--- config.mk ---
export PLATFORM = sky130hd
export DESIGN_NAME = thermal_alert_ctrl
export DESIGN_NICKNAME = d
export VERILOG_FILES = /design/src/rtl/tac_pkg.sv /design/src/rtl/tac_phase_timer.sv /design/src/rtl/tac_channel.sv /design/src/rtl/thermal_alert_ctrl.sv
export SDC_FILE = /design/constraint.sdc
export NUM_CORES = 1
export LEC_CHECK = 0
export BUFFER_PORTS_ARGS = -buffer_cell sky130_fd_sc_hd__buf_2
export CORE_MARGIN = 2
export CORE_UTILIZATION = 60
export DETAILED_ROUTE_END_ITERATION = 10
export PLACE_DENSITY = 0.86
export SYNTH_ARGS = -nofsm -noshare
export SYNTH_HDL_FRONTEND = slang
export SYNTH_HIERARCHICAL = 1
export SYNTH_SLANG_ARGS = --single-unit
--- constraint.sdc ---
create_clock -name clk -period 4.8 [get_ports clk]
set_input_delay 0.96 -clock clk [delete_from_list [all_inputs] [get_ports clk]]
set_output_delay 0.96 -clock clk [all_outputs]
set_load 0.005 [all_outputs]
--- src/rtl/tac_pkg.sv ---
package tac_pkg;
    localparam int CH_N    = 3;
    localparam int TEMP_W  = 9;
    localparam int THR_W   = 8;
    localparam int DATA_W  = 32;
    localparam int ADDR_W  = 8;
    localparam int MODE_W  = 4;
    localparam int PER_W   = 4;
    localparam int CH_STRIDE = 4;

    localparam logic [ADDR_W-1:0] OFF_CTRL   = 8'h00;
    localparam logic [ADDR_W-1:0] OFF_MODE   = 8'h04;
    localparam logic [ADDR_W-1:0] OFF_REPEAT = 8'h08;
    localparam logic [ADDR_W-1:0] OFF_THR0   = 8'h10;
    localparam logic [ADDR_W-1:0] OFF_INTC   = 8'h20;
    localparam logic [ADDR_W-1:0] OFF_TEMP   = 8'h24;

    localparam logic [MODE_W-1:0] MODE_TEMP = 4'h5;

    localparam int BIT_SETTLE  = 8;
    localparam int BIT_STOP    = 9;
    localparam int BIT_ENDLESS = 24;
    localparam int THR_LSB     = 16;

    typedef struct packed {
        logic                           run;
        logic [MODE_W-1:0]              mode;
        logic                           endless;
        logic [PER_W-1:0]               period;
        logic [CH_N-1:0][THR_W-1:0]     thr;
        logic [CH_N-1:0]                thr_en;
        logic [CH_N-1:0]                ie;
        logic [TEMP_W-1:0]              temp;
        logic                           shot_done;
    } tac_regs_t;
endpackage

--- src/rtl/tac_phase_timer.sv ---
module tac_phase_timer #(
    parameter int SETTLE_CYC = 175000,
    parameter int STOP_CYC   = 250000
) (
    input  logic clk,
    input  logic rst_n,
    input  logic run,
    output logic settle_busy,
    output logic stop_busy
);
    localparam int MAX_CYC = (SETTLE_CYC > STOP_CYC) ? SETTLE_CYC : STOP_CYC;
    localparam int CNT_W   = $clog2(MAX_CYC + 1);

    logic [CNT_W-1:0] cnt_d, cnt_q;
    logic             phase_d, phase_q;   // 0: settling, 1: stopping
    logic             prev_d, prev_q;

    always_comb begin
        cnt_d   = cnt_q;
        phase_d = phase_q;
        prev_d  = run;
        if (run && !prev_q) begin
            cnt_d   = CNT_W'(SETTLE_CYC);
            phase_d = 1'b0;
        end else if (!run && prev_q) begin
            cnt_d   = CNT_W'(STOP_CYC);
            phase_d = 1'b1;
        end else if (cnt_q != '0) begin
            cnt_d = cnt_q - 1'b1;
        end
    end

    always_ff @(posedge clk or negedge rst_n) begin
        if (!rst_n) begin
            cnt_q   <= '0;
            phase_q <= 1'b0;
            prev_q  <= 1'b0;
        end else begin
            cnt_q   <= cnt_d;
            phase_q <= phase_d;
            prev_q  <= prev_d;
        end
    end

    assign settle_busy = (run && !prev_q) || ((cnt_q != '0) && !phase_q);
    assign stop_busy   = (!run && prev_q) || ((cnt_q != '0) && phase_q);
endmodule

--- src/rtl/tac_channel.sv ---
module tac_channel
    import tac_pkg::*;
(
    input  logic              clk,
    input  logic              rst_n,
    input  logic              go,
    input  logic              thr_en,
    input  logic [THR_W-1:0]  thr,
    input  logic [TEMP_W-1:0] sample,
    input  logic              clr,
    output logic              status
);
    logic signed [TEMP_W:0] s_ext;
    logic signed [TEMP_W:0] t_ext;
    logic                   hit;
    logic                   st_d, st_q;

    always_comb begin
        s_ext = {sample[TEMP_W-1], sample};
        t_ext = {{(TEMP_W + 1 - THR_W){1'b0}}, thr};
        hit   = go && thr_en && (s_ext >= t_ext);
        st_d  = st_q;
        if (clr) st_d = 1'b0;
        if (hit) st_d = 1'b1;     // new alert wins over clear
    end

    always_ff @(posedge clk or negedge rst_n) begin
        if (!rst_n) st_q <= 1'b0;
        else        st_q <= st_d;
    end

    assign status = st_q;
endmodule

--- src/rtl/thermal_alert_ctrl.sv ---
module thermal_alert_ctrl
    import tac_pkg::*;
#(
    parameter int SETTLE_CYC = 175000,
    parameter int STOP_CYC   = 250000
) (
    input  logic              clk,
    input  logic              rst_n,
    input  logic              reg_we,
    input  logic [ADDR_W-1:0] reg_addr,
    input  logic [DATA_W-1:0] reg_wdata,
    output logic [DATA_W-1:0] reg_rdata,
    input  logic              smp_valid,
    input  logic [TEMP_W-1:0] smp_value,
    output logic              irq_o
);
    tac_regs_t         regs_d, regs_q;
    logic [CH_N-1:0]   clr_ch;
    logic [CH_N-1:0]   status;
    logic              accept;
    logic              cmp_go;
    logic              settle_busy;
    logic              stop_busy;
    logic [TEMP_W-1:0] temp_view;
    logic              run_view;
    logic              unused_wdata;

    assign unused_wdata = ^reg_wdata;

    tac_phase_timer #(
        .SETTLE_CYC(SETTLE_CYC),
        .STOP_CYC  (STOP_CYC)
    ) u_timer (
        .clk        (clk),
        .rst_n      (rst_n),
        .run        (regs_q.run),
        .settle_busy(settle_busy),
        .stop_busy  (stop_busy)
    );

    for (genvar c = 0; c < CH_N; c++) begin : g_ch
        tac_channel u_ch (
            .clk   (clk),
            .rst_n (rst_n),
            .go    (cmp_go),
            .thr_en(regs_q.thr_en[c]),
            .thr   (regs_q.thr[c]),
            .sample(smp_value),
            .clr   (clr_ch[c]),
            .status(status[c])
        );
    end

    // next-state logic
    always_comb begin
        regs_d = regs_q;
        clr_ch = '0;
        accept = regs_q.run && !settle_busy && smp_valid &&
                 (regs_q.endless || !regs_q.shot_done);
        cmp_go = accept && (regs_q.mode == MODE_TEMP);

        if (reg_we && reg_addr == OFF_CTRL) begin
            if (!(reg_wdata[0] && stop_busy)) begin
                regs_d.run = reg_wdata[0];
                if (reg_wdata[0] && !regs_q.run) regs_d.shot_done = 1'b0;
            end
        end
        if (reg_we && reg_addr == OFF_MODE)
            regs_d.mode = reg_wdata[MODE_W-1:0];
        if (reg_we && reg_addr == OFF_REPEAT) begin
            regs_d.endless = reg_wdata[BIT_ENDLESS];
            regs_d.period  = reg_wdata[PER_W-1:0];
        end
        for (int c = 0; c < CH_N; c++) begin
            if (reg_we && reg_addr == OFF_THR0 + ADDR_W'(CH_STRIDE * c)) begin
                regs_d.thr[c]    = reg_wdata[THR_LSB +: THR_W];
                regs_d.thr_en[c] = reg_wdata[0];
            end
            if (reg_we && reg_addr == OFF_INTC) begin
                regs_d.ie[c] = reg_wdata[4*c];
                clr_ch[c]    = reg_wdata[4*c + 2];
            end
        end

        if (accept) begin
            regs_d.temp = smp_value;
            if (!regs_q.endless) regs_d.shot_done = 1'b1;
        end
    end

    always_ff @(posedge clk or negedge rst_n) begin
        if (!rst_n) regs_q <= '0;
        else        regs_q <= regs_d;
    end

    // read mux
    always_comb begin
        reg_rdata = '0;
        if (reg_addr == OFF_CTRL) begin
            reg_rdata[0]          = regs_q.run;
            reg_rdata[BIT_SETTLE] = settle_busy;
            reg_rdata[BIT_STOP]   = stop_busy;
        end
        if (reg_addr == OFF_MODE)
            reg_rdata[MODE_W-1:0] = regs_q.mode;
        if (reg_addr == OFF_REPEAT) begin
            reg_rdata[BIT_ENDLESS] = regs_q.endless;
            reg_rdata[PER_W-1:0]   = regs_q.period;
        end
        for (int c = 0; c < CH_N; c++) begin
            if (reg_addr == OFF_THR0 + ADDR_W'(CH_STRIDE * c)) begin
                reg_rdata[THR_LSB +: THR_W] = regs_q.thr[c];
                reg_rdata[0]                = regs_q.thr_en[c];
            end
            if (reg_addr == OFF_INTC) begin
                reg_rdata[4*c]     = regs_q.ie[c];
                reg_rdata[4*c + 1] = status[c];
            end
        end
        if (reg_addr == OFF_TEMP)
            reg_rdata[TEMP_W-1:0] = regs_q.temp;
    end

    assign irq_o     = |(status & regs_q.ie);
    assign temp_view = regs_q.temp;
    assign run_view  = regs_q.run;
endmodule

==> results.yml <==
status:
  outcome: "complete, no violations"
drt:
  wl_um: 10200
  avgRoutedWirePerCell_um: 17.3
  drc: 0
  num_vias: 3542
  drtIter0Drc: 257
  drt-vias-per-instance: 5.99
  dr.pass1.iters: 5
  ant_nets: 0
sta:
  whs_ns: 0.512
  slew_violations: 0
  finalHoldViolCount: 0
  fin_ws_ns: 0.948
  timing.final.crit_share: 0.802
  final.setup.tns_ns: 0
  setup_viol: 0
  tightest_slew_ns: 1.04
  max_freq_ghz: 0.260
  fin_skew_ns: 0.0118
  slew_headroom: 0.306
  grt_setup_unrepaired: "no"
  period_minus_slack_ns: 3.85
yosys:
  synth_edf_count: 0
  syn_inst: 424
  syn_avg_cell_area_um2: 10.3
  synth_area_um2: 4380
  ys_seq_area_frac: 0.418
  yosysUniqueCellTypes: 53
  yosys_warnings: 6
  postSynth.asyncResetShare: 1.00
  synth-main-ff-cell: "dfrtp_1"
  synth_seq_cells: 73
finish:
  syn2layout_area_growth_pct: 13.1
  diodes: 0
  fin_nets: 567
  drive_gt1_frac: 0.268
clocking:
  ctsHoldBuffers: 0
  cts.repair.resized: 0
  insertion_delay_ns: 0.35
  postCtsSetupRepairBufs: 0
  root_buffer: "clkbuf_8"
  cts_max_level: 3
  numCtsBuffers: 9
  clockBufferDepth: 2
  cts.clk_slew.worst_paths_ns: 0.08
  clock-sinks: 73
  cts_tree: "yes"
die:
  die_height_um: 89.4
  initial_utilization: 0.613
  pin_count: 86
  fp.dieW_um: 89.4
  num_rows: 31
  die_area_um2: 7990
  coreArea_um2: 7140
critical_path:
  cpMostUsedCell: "buf_2"
  cp.required_ns: 3.84
  crit_path_end_kind: "output port"
  max_stage_delay_ns: 0.67
  cp_slowest_cell: "or4_1"
  worstSetupPathType: "in2out"
  crit_fanout: 8
  arrival_ns: 2.89
  cp_cell_sequence: "buf_2 > or4_1 > nor2_1 > a222oi_1 > inv_1 > buf_2"
  cp-start-kind: "input port"
run:
  max-cap-violations: 0
power:
  power.leakage_nw: 2.41
  peakVddDrop_mv: 0.188
  power.density_nw_per_um2: 362
global_route:
  grt_max_degree: 47
  track_usage: 0.267
  overflow: 0
  grt_pass1_vias: 3353
  grt_pass1_wl_um: 16100
  antenna_found_initial: 0
worst_hold_path:
  hp-class: "reg2reg"
placement:
  place.gp.congestion: 0.904
  port_buffers: 57
  place_ws_ns: 0.975
  dpl.hpwl_um: 7540
==> critical path: cells and delay by family <==
kind / cells / cell delay [ns]
AND/OR/NAND/NOR: 2 / 1.34
AO/OA/AOI/OAI: 1 / 0.26
buffers and inverters: 3 / 0.33
==> layout make-up <==
| type | count | area (um^2) |
|---|---|---|
| tap | 99 | 124 |
| clock buffer | 11 | 151 |
| sequential | 73 | 1830 |
| clock inverter | 5 | 77.6 |
| timing repair buffer | 60 | 308 |
| multi-input combinational | 290 | 2260 |
| inverter | 53 | 199 |
| fill | 527 | 2190 |
==> state kept, by name (all words and copies together), names as in the netlist <==
| register | count |
|---|---|
| g_ch.u_ch/status | 3 |
| regs_q | 40 |
| run_view | 1 |
| temp_view | 9 |
| u_timer/cnt_q | 18 |
| u_timer/phase_q | 1 |
| u_timer/prev_q | 1 |
==> final timing paths <==
| check | startpoint | to | slack, ns | cells after the start |
|---|---|---|---|---|
| min in group asynchronous | rst_n | regs_q[27]$_DFFE_PN0P_ | 0.80 | 1 |
| hold reg to reg | regs_q[44]$_DFFE_PN0P_ | regs_q[44]$_DFFE_PN0P_ | 0.51 | 1 |
| hold / removal | regs_q[44]$_DFFE_PN0P_ | regs_q[44]$_DFFE_PN0P_ | 0.51 | 1 |
| setup reg to reg | u_timer/cnt_q[0]$_DFFE_PN0P_ | g_ch[0].u_ch/status$_DFFE_PN0P_ | 2.06 | 11 |
| max in group asynchronous | rst_n | regs_q[13]$_DFFE_PN0P_ | 3.02 | 2 |
| setup / recovery | reg_addr[1] | reg_rdata[22] | 0.95 | 6 |
==> per-stage QoR <==
| stage | cells | total power (W) | instance area, um^2 | utilization |
|---|---|---|---|---|
| 4_1_cts | 591 | 0.00179 | 4950 | 0.693 |
| 3_3_place_gp | 575 | 0.00121 | 4720 | 0.661 |
| 5_1_grt | 591 | 0.00188 | 4950 | 0.693 |
| 6_report | 591 | 0.00179 | 4950 | 0.693 |
| 2_1_floorplan | 436 | 0.00113 | 4420 | - |
| 3_5_place_dp | 575 | 0.00124 | 4720 | 0.661 |
==> power breakdown <==
| part | switching (W) | internal [W] |
|---|---|---|
| Sequential | 0.000122 | 0.000736 |
| Clock | 0.000228 | 0.000319 |
| Combinational | 0.000205 | 0.000180 |
| Total | 0.000554 | 0.00124 |
==> synth_stat cells (6+ instances only) <==
cell | instances | share of area
a21oi_1 | 15 | 0.017
a222oi_1 | 9 | 0.021
a22oi_1 | 6 | 0.010
a31oi_1 | 7 | 0.010
and2_1 | 7 | 0.010
buf_4 | 13 | 0.022
dfrtp_1 | 73 | 0.42
ha_1 | 27 | 0.077
inv_1 | 53 | 0.045
mux2_2 | 38 | 0.098
mux2_4 | 8 | 0.027
nand2_1 | 24 | 0.021
nand4_1 | 9 | 0.013
nor2_1 | 25 | 0.021
nor3_1 | 12 | 0.014
o21ai_0 | 13 | 0.015
xor2_1 | 8 | 0.016
==> cells in the final DEF (no fill, tap or decap), types with 3 or more instances in the layout <==
cell type and count:
xor2_1 8, a22o_1 4, nor3_1 12, o31ai_1 5
ha_1 27, buf_2 57, or3_1 4, inv_1 53
mux2_4 8, o32ai_1 3, nand2_1 24, a31oi_1 7
or4_1 5, nand3_1 4, nor4_2 3, a21oi_1 15
o21ai_0 13, a222oi_1 9, or4b_1 3, a22oi_1 6
buf_4 3, or2b_1 3, clkbuf_8 11, nand4_1 9
dfrtp_1 73, conb_1 13, a211oi_1 4, mux2_2 38
and2_1 7, nor2_1 25, nor2b_1 4
==> routing by layer <==
metal	part of all wire	GRT usage	vias to the layer above
li1	-	-	1639
met1	0.44	0.371	1724
met2	0.48	0.413	159
met3	0.060	0.0499	20
met4	0.020	0.106	0
met5	0	0	-
==> kinds of logic after synthesis <==
kind of cell | Yosys count | share of synthesized area
compound gates | 74 | 0.118
simple gates | 119 | 0.163
other cells | 1 | 0.000857
xor+xnor | 10 | 0.0200
flops | 73 | 0.418
buf+inv | 73 | 0.0761
mux | 47 | 0.128
fa+ha+maj | 27 | 0.0772
Note: power is estimated with default switching activity, not from simulation.
